File: src/rtl/dac_fault_pkg.sv
package dac_fault_pkg;
  typedef enum logic [2:0] {
    TRAP_NONE = 3'd0, TRAP_PRIV_ACT = 3'd1, TRAP_DATA_EXC = 3'd2,
    TRAP_NOT_ALIGNED = 3'd3, TRAP_FAST_PROT = 3'd4, TRAP_MISS = 3'd5,
    TRAP_REAL_MISS = 3'd6
  } trap_e;

  typedef enum logic [2:0] {
    FT_OTHER = 3'd0, FT_PRIV = 3'd1, FT_SIDEFX = 3'd2, FT_ILLEGAL = 3'd3,
    FT_NOFAULT = 3'd4, FT_RANGE = 3'd5
  } ftype_e;

  typedef enum logic [1:0] {
    CX_PRIMARY = 2'd0, CX_SECONDARY = 2'd1, CX_NUCLEUS = 2'd2
  } ctx_e;

  typedef enum logic [1:0] {
    KIND_MEM = 2'd0, KIND_SCRATCH = 2'd1, KIND_QUEUE = 2'd2
  } kind_e;

  typedef struct packed {
    trap_e  trap;
    ftype_e ft;
    ctx_e   cx;
    logic   sfx;
    logic   stat_wr;
    logic   tag_wr;
  } res_t;

  localparam res_t RES_NONE = '{trap: TRAP_NONE, ft: FT_OTHER, cx: CX_PRIMARY,
                                sfx: 1'b0, stat_wr: 1'b0, tag_wr: 1'b0};
endpackage

File: src/rtl/dac_chk_asi.sv
module dac_chk_asi
  import dac_fault_pkg::*;
(
  input  logic priv_i,
  input  logic hpriv_i,
  input  logic asi_unpriv_i,
  input  logic asi_hpriv_i,
  output logic hit_o,
  output res_t res_o
);
  always_comb begin
    res_o = RES_NONE;
    hit_o = 1'b0;
    if (!priv_i && !hpriv_i && !asi_unpriv_i) begin
      hit_o = 1'b1;
      res_o = '{trap: TRAP_PRIV_ACT, ft: FT_ILLEGAL, cx: CX_NUCLEUS,
                sfx: 1'b0, stat_wr: 1'b1, tag_wr: 1'b0};
    end else if (!hpriv_i && asi_hpriv_i) begin
      hit_o = 1'b1;
      res_o = '{trap: TRAP_DATA_EXC, ft: FT_ILLEGAL, cx: CX_NUCLEUS,
                sfx: 1'b0, stat_wr: 1'b1, tag_wr: 1'b0};
    end
  end
endmodule

File: src/rtl/dac_chk_mem.sv
module dac_chk_mem
  import dac_fault_pkg::*;
#(
  parameter int ADDR_W = 16
) (
  input  logic              priv_i,
  input  logic              asi_nofault_i,
  input  logic              real_i,
  input  logic              write_i,
  input  logic [1:0]        size_i,
  input  logic [ADDR_W-1:0] addr_i,
  input  logic              va_ok_i,
  input  logic              tlb_hit_i,
  input  logic              pg_priv_i,
  input  logic              pg_write_i,
  input  logic              pg_nofault_i,
  input  logic              pg_sidefx_i,
  input  logic [1:0]        ctx_i,
  output res_t              res_o
);
  logic [3:0] size_mask;
  logic       misal;
  ctx_e       cx_in;

  assign size_mask = 4'((5'd1 << size_i) - 5'd1);
  assign misal     = |(addr_i[3:0] & size_mask);
  assign cx_in     = ctx_e'(ctx_i);

  function automatic res_t pg_fault(trap_e t, ftype_e f, ctx_e c, logic s);
    return '{trap: t, ft: f, cx: c, sfx: s, stat_wr: 1'b1, tag_wr: 1'b1};
  endfunction

  always_comb begin
    res_o = RES_NONE;
    if (misal)
      res_o = '{trap: TRAP_NOT_ALIGNED, ft: FT_OTHER, cx: cx_in,
                sfx: 1'b0, stat_wr: 1'b1, tag_wr: 1'b0};
    else if (!va_ok_i)
      res_o = '{trap: TRAP_DATA_EXC, ft: FT_RANGE, cx: cx_in,
                sfx: 1'b1, stat_wr: 1'b1, tag_wr: 1'b0};
    else if (!tlb_hit_i) begin
      res_o        = RES_NONE;
      res_o.trap   = real_i ? TRAP_REAL_MISS : TRAP_MISS;
      res_o.tag_wr = 1'b1;
    end
    else if (pg_priv_i && !priv_i)
      res_o = pg_fault(TRAP_DATA_EXC, FT_PRIV, cx_in, pg_sidefx_i);
    else if (write_i && !pg_write_i)
      res_o = pg_fault(TRAP_FAST_PROT, FT_OTHER, cx_in, pg_sidefx_i);
    else if (pg_nofault_i && !asi_nofault_i)
      res_o = pg_fault(TRAP_DATA_EXC, FT_NOFAULT, cx_in, pg_sidefx_i);
    else if (pg_sidefx_i && asi_nofault_i)
      res_o = pg_fault(TRAP_DATA_EXC, FT_SIDEFX, cx_in, pg_sidefx_i);
  end
endmodule

File: src/rtl/dac_chk_win.sv
module dac_chk_win
  import dac_fault_pkg::*;
#(
  parameter int ADDR_W  = 16,
  parameter int SCR_MAX = 'h38,
  parameter int SCR_HLO = 'h20,
  parameter int SCR_HHI = 'h30,
  parameter int Q_LO    = 'h3C0,
  parameter int Q_HI    = 'h3F8
) (
  input  logic              is_queue_i,
  input  logic              priv_i,
  input  logic              hpriv_i,
  input  logic [ADDR_W-1:0] addr_i,
  output res_t              res_o
);
  localparam logic [ADDR_W-1:0] ScrMax = ADDR_W'(SCR_MAX);
  localparam logic [ADDR_W-1:0] ScrHlo = ADDR_W'(SCR_HLO);
  localparam logic [ADDR_W-1:0] ScrHhi = ADDR_W'(SCR_HHI);
  localparam logic [ADDR_W-1:0] QLo    = ADDR_W'(Q_LO);
  localparam logic [ADDR_W-1:0] QHi    = ADDR_W'(Q_HI);

  logic scr_bad, q_bad;
  assign scr_bad = (addr_i > ScrMax) ||
                   (addr_i >= ScrHlo && addr_i < ScrHhi && !hpriv_i);
  assign q_bad   = (!hpriv_i && |addr_i[3:0]) || addr_i > QHi || addr_i < QLo;

  always_comb begin
    res_o = '{trap: TRAP_DATA_EXC, ft: FT_ILLEGAL, cx: CX_PRIMARY,
              sfx: 1'b1, stat_wr: 1'b1, tag_wr: 1'b0};
    if (is_queue_i) begin
      if (!priv_i && !hpriv_i) res_o.trap = TRAP_PRIV_ACT;
      else if (!q_bad)         res_o = RES_NONE;
    end else if (!scr_bad) begin
      res_o = RES_NONE;
    end
  end
endmodule

File: src/rtl/dac_fault_prio.sv
module dac_fault_prio
  import dac_fault_pkg::*;
#(
  parameter int ADDR_W = 16
) (
  input  logic              clk_i,
  input  logic              rst_ni,
  input  logic              valid_i,
  input  logic [1:0]        kind_i,
  input  logic              priv_i,
  input  logic              hpriv_i,
  input  logic              asi_unpriv_i,
  input  logic              asi_hpriv_i,
  input  logic              asi_nofault_i,
  input  logic              real_i,
  input  logic              write_i,
  input  logic [1:0]        size_i,
  input  logic [ADDR_W-1:0] addr_i,
  input  logic              va_ok_i,
  input  logic              tlb_hit_i,
  input  logic              pg_priv_i,
  input  logic              pg_write_i,
  input  logic              pg_nofault_i,
  input  logic              pg_sidefx_i,
  input  logic [1:0]        ctx_i,
  output logic              out_vld_o,
  output logic [2:0]        trap_o,
  output logic [2:0]        ftype_o,
  output logic [1:0]        ctx_o,
  output logic              sidefx_o,
  output logic              stat_wr_o,
  output logic              tag_wr_o
);
  logic asi_hit;
  res_t asi_res, mem_res, win_res, nxt, res_q;
  logic vld_q;
  logic is_win;

  assign is_win = (kind_i == KIND_SCRATCH) || (kind_i == KIND_QUEUE);

  dac_chk_asi u_asi (
    .priv_i(priv_i), .hpriv_i(hpriv_i), .asi_unpriv_i(asi_unpriv_i),
    .asi_hpriv_i(asi_hpriv_i), .hit_o(asi_hit), .res_o(asi_res));

  dac_chk_mem #(.ADDR_W(ADDR_W)) u_mem (
    .priv_i(priv_i), .asi_nofault_i(asi_nofault_i), .real_i(real_i),
    .write_i(write_i), .size_i(size_i), .addr_i(addr_i), .va_ok_i(va_ok_i),
    .tlb_hit_i(tlb_hit_i), .pg_priv_i(pg_priv_i), .pg_write_i(pg_write_i),
    .pg_nofault_i(pg_nofault_i), .pg_sidefx_i(pg_sidefx_i), .ctx_i(ctx_i),
    .res_o(mem_res));

  dac_chk_win #(.ADDR_W(ADDR_W)) u_win (
    .is_queue_i(kind_i == KIND_QUEUE), .priv_i(priv_i), .hpriv_i(hpriv_i),
    .addr_i(addr_i), .res_o(win_res));

  always_comb begin
    if (asi_hit)     nxt = asi_res;
    else if (is_win) nxt = win_res;
    else             nxt = mem_res;
  end

  always_ff @(posedge clk_i or negedge rst_ni) begin
    if (!rst_ni) begin
      vld_q <= 1'b0;
      res_q <= RES_NONE;
    end else begin
      vld_q <= valid_i;
      if (valid_i) res_q <= nxt;
    end
  end

  assign out_vld_o = vld_q;
  assign trap_o    = res_q.trap;
  assign ftype_o   = res_q.ft;
  assign ctx_o     = res_q.cx;
  assign sidefx_o  = res_q.sfx;
  assign stat_wr_o = vld_q & res_q.stat_wr;
  assign tag_wr_o  = vld_q & res_q.tag_wr;

  p_nucleus_r1: assert property (@(posedge clk_i) disable iff (!rst_ni)
    valid_i && !priv_i && !hpriv_i && !asi_unpriv_i |=>
      trap_o == TRAP_PRIV_ACT && ctx_o == CX_NUCLEUS && ftype_o == FT_ILLEGAL);

  p_align_r3: assert property (@(posedge clk_i) disable iff (!rst_ni)
    valid_i && kind_i == KIND_MEM && (priv_i || hpriv_i) && !asi_hpriv_i &&
    addr_i[0] && size_i != 2'd0 |=> trap_o == TRAP_NOT_ALIGNED);

  p_range_sfx_r4: assert property (@(posedge clk_i) disable iff (!rst_ni)
    out_vld_o && ftype_o == FT_RANGE |-> sidefx_o);

  p_miss_tag_r5: assert property (@(posedge clk_i) disable iff (!rst_ni)
    out_vld_o && (trap_o == TRAP_MISS || trap_o == TRAP_REAL_MISS) |->
      tag_wr_o && !stat_wr_o);

  p_scr_high_r10: assert property (@(posedge clk_i) disable iff (!rst_ni)
    valid_i && kind_i == KIND_SCRATCH && (priv_i || hpriv_i) && !asi_hpriv_i &&
    addr_i > ADDR_W'('h38) |=> trap_o == TRAP_DATA_EXC && ctx_o == CX_PRIMARY);

  p_quiet_r12: assert property (@(posedge clk_i) disable iff (!rst_ni)
    !out_vld_o |-> !tag_wr_o && !stat_wr_o);

  p_none_clean_r12: assert property (@(posedge clk_i) disable iff (!rst_ni)
    out_vld_o && trap_o == TRAP_NONE |-> !tag_wr_o && !stat_wr_o);
endmodule

File: config.mk
export PLATFORM = sky130hd
export DESIGN_NAME = dac_fault_prio
export DESIGN_NICKNAME = d
export VERILOG_FILES = /design/src/rtl/dac_fault_pkg.sv /design/src/rtl/dac_chk_asi.sv /design/src/rtl/dac_chk_mem.sv /design/src/rtl/dac_chk_win.sv /design/src/rtl/dac_fault_prio.sv
export SDC_FILE = /design/constraint.sdc
export NUM_CORES = 1
export LEC_CHECK = 0
export BUFFER_PORTS_ARGS = -buffer_cell sky130_fd_sc_hd__buf_2
export CAP_MARGIN = 20
export CORE_AREA = 2 2 49 51
export DETAILED_ROUTE_END_ITERATION = 16
export DIE_AREA = 0 0 51 53
export PLACE_DENSITY = 0.77
export SLEW_MARGIN = 20
export SYNTH_ARGS = -nofsm -noshare
export SYNTH_HDL_FRONTEND = slang
export SYNTH_SLANG_ARGS = --single-unit
File: constraint.sdc
create_clock -name clk_i -period 1.1 [get_ports clk_i]
set_input_delay 0 -clock clk_i [delete_from_list [all_inputs] [get_ports clk_i]]
set_output_delay 0 -clock clk_i [all_outputs]
set_load 0.01 [all_outputs]
==> impl_metrics.yaml <==
timing:
  slew_viol_final: 0
  hold_ws_ns: 0.0618
  tightest_slew_ns: 0.383
  tns_ns: 0
  period_minus_slack_ns: 1.08
  fin_skew_ns: 0
  rsz0062_at_grt: "true"
  hold_viol: 0
  setup_viol: 0
  timing.final.crit_share_pct: 97.8
  fmax_mhz: 930
  relSlewSlack_pct: 74.4
setup_path:
  cp_cell_sequence: "buf_6, or3_4, a21boi_4, o41ai_4, o221ai_2"
  worstSetupEndpointType: "register"
  crit_required_ns: 1.25
  worstPathArrival_ns: 1.22
  cp.buffers_inverters: 1
  crit_family: "compound AO/OA/AOI/OAI gates"
  crit_path_max_fanout: 4
  rrSetupSlack_ns: 0.18
  path_class: "input port to register"
  rr_worst_depth: 4
  critPathSlowestCell: "o41ai_4"
  cp.depth: 5
  cpPeakStageDelay_ns: 0.46
  r2r-start: "trap_o[1]$_DFFE_PN0P_"
  cp-start-kind: "input port"
  r2r-end: "trap_o[1]$_DFFE_PN0P_"
hold_path:
  hold_class: "input port to register"
  min_path_cells: 2
  hp-start: "valid_i"
  holdPathEnd: "trap_o[0]$_DFFE_PN0P_"
yosys:
  synth_mux_area_share_pct: 1.23
  ys_types: 38
  syn_area_um2: 915
  synth.top_cell.area_share_pct: 32.8
  synth_compound_area_share_pct: 31.3
  seq_area_frac_synth_pct: 32.8
  synth.avg_cell_area_um2: 8.63
  yosys_warnings: 0
  synthAdderAreaFrac_pct: 1.37
  synth_nets: 145
  synth_xor_area_share_pct: 0
  synth_edf_count: 0
  synthTopCellsByCount: "nor2_1, dfrtp_1, a21oi_1, buf_4"
  synthArstFlopShare_pct: 100
  synthSimpleGateAreaFrac_pct: 23.3
  ys.flop_type: "dfrtp_1"
  synthCells: 106
  yosysTopAreaCell: "dfrtp_1"
  yosysMostFrequentCell: "nor2_1"
  synth_top_family_by_area: "compound AO/OA/AOI/OAI gates"
  synthTopCellsByArea: "dfrtp_1, buf_4, nor2_1"
  ys_seq_elements: 12
final_layout:
  final-instance-count-excl-fill: 197
  diodes: 0
  nets: 209
  drive_gt1_share_pct: 46.2
  syn2layout_area_growth_pct: 48.4
global_routing:
  grt_util_all_layers_pct: 19.0
  antenna_found_initial: 0
  grt_overflow: 0
  grt_max_degree: 13
  grt_pass1_vias: 959
  grt_pass1_wl_mm: 3.80
placement:
  placed_cells: 189
  globalplace.congestion: 0.820
  io_buffers: 49
  hpwlAfterDp_mm: 1.98
pwr:
  pwr_density_cell_nw_per_um2: 951
  ir_worst_vdd_v: 0.000575
  leakagePower_uw: 0.000667
  total_power_uw: 1290
floorplan:
  ioPinCount: 50
  start_util_pct: 42.6
  fp.dieW_um: 51
  core_area_um2: 2150
  die_y_um: 53
  die_area_um2: 2700
  fp-row-count: 17
clock_network:
  ctsLongestPathBuffers: 2
  clkSinkCount: 12
  cts_made_buffers: 3
  ctsRootBufferMaster: "clkbuf_4"
  clk_pin_slew_ns: 0.07
  htreeDepth: 1
  cts_tree: "yes"
  clock_latency_ns: 0.27
run_status:
  outcome: "completed"
detailed_routing:
  drtIter0Drc: 16
  firstDrtPassIters: 4
  drc: 0
  vias: 1031
  finalWirelength_mm: 2.44
  drtAntennaViolNets: 0
  wl_per_cell_um: 12.4
  vias_per_cell: 5.23
job:
  maxCapViolCount: 0
## what timing repair did
action	in CTS	in global routing
endpoints found under the hold margin	15	0
setup buffers	0	0
gates resized for setup	0	7
endpoints found under the setup margin	0	5
hold buffers	4	0
## power breakdown
part | total, uW | leakage (uW) | internal [uW] | switching, uW
logic | 437 | 0.000503 | 224 | 213
clock network | 348 | 0.0000210 | 201 | 146
registers | 507 | 0.000143 | 485 | 21.9
## how the worst max path moves through the flow
stage                   start                      to
global route        addr_i[2]  ftype_o[1]$_DFFE_PN0P_
detailed placement  addr_i[1]    sidefx_o$_DFFE_PN0P_
finish              addr_i[2]    sidefx_o$_DFFE_PN0P_
CTS                 addr_i[1]    sidefx_o$_DFFE_PN0P_
floorplan           addr_i[8]    sidefx_o$_DFFE_PN0P_
global placement    addr_i[8]    sidefx_o$_DFFE_PN0P_
## sequential cells by signal (all words and copies together) (netlist names)
register	count
ftype_o	3
trap_o	3
ctx_o	2
res_q	2
out_vld_o	1
sidefx_o	1
## cells by family (layout without fill, tap and decap cells)
| kind of cell | count (synthesis) | count (layout) |
|---|---|---|
| AND/OR/NAND/NOR | 41 | 41 |
| adder cells (fa/ha/maj) | 1 | 1 |
| AO/OA/AOI/OAI | 37 | 37 |
| flip-flops | 12 | 12 |
| multiplexers | 1 | 1 |
| buffers and inverters | 14 | 77 |
## area by class of cell
cell class | count | area, um2
clock buffer | 4 | 36.3
fill | 184 | 791
inverter | 5 | 18.8
multi-input combinational | 80 | 551
sequential | 12 | 300
tap | 28 | 35.0
timing repair buffer | 68 | 417
## placed cells by master, fill, tap and decap left out, types with 2 or more instances in the layout
| master | count |
|---|---|
| buf_4 | 15 |
| nand3_1 | 4 |
| buf_6 | 3 |
| nor2b_1 | 3 |
| nand2b_1 | 3 |
| clkbuf_4 | 3 |
| o21ai_0 | 6 |
| a32o_1 | 3 |
| nor2_1 | 14 |
| nand2_1 | 6 |
| o21a_1 | 2 |
| buf_2 | 46 |
| dfrtp_1 | 12 |
| a31oi_1 | 2 |
| dlygate4sd3_1 | 4 |
| and2_1 | 3 |
| a21oi_1 | 8 |
| o2111ai_1 | 2 |
| inv_1 | 5 |
| or3_1 | 2 |
## layer usage
metal | vias to the layer above | track usage, % | routed length (um)
met4 | 0 | 13.1 | 60
met1 | 465 | 21.6 | 1020
li1 | 515 | - | -
met3 | 6 | 2.26 | 143
met2 | 45 | 33.1 | 1220
met5 | - | 0 | 0
## per-stage QoR
step | util [%] | setup slack (ns) | cell area (um2)
after detailed placement | 58.0 | -0.282 | 1250
after floorplan | - | -0.112 | 926
after CTS | 61.6 | 0.00567 | 1320
after global routing | 63.2 | -0.0316 | 1360
final | 63.2 | 0.0242 | 1360
after global placement | 58.0 | -0.257 | 1250
Note: power is estimated with default switching activity, not from simulation.
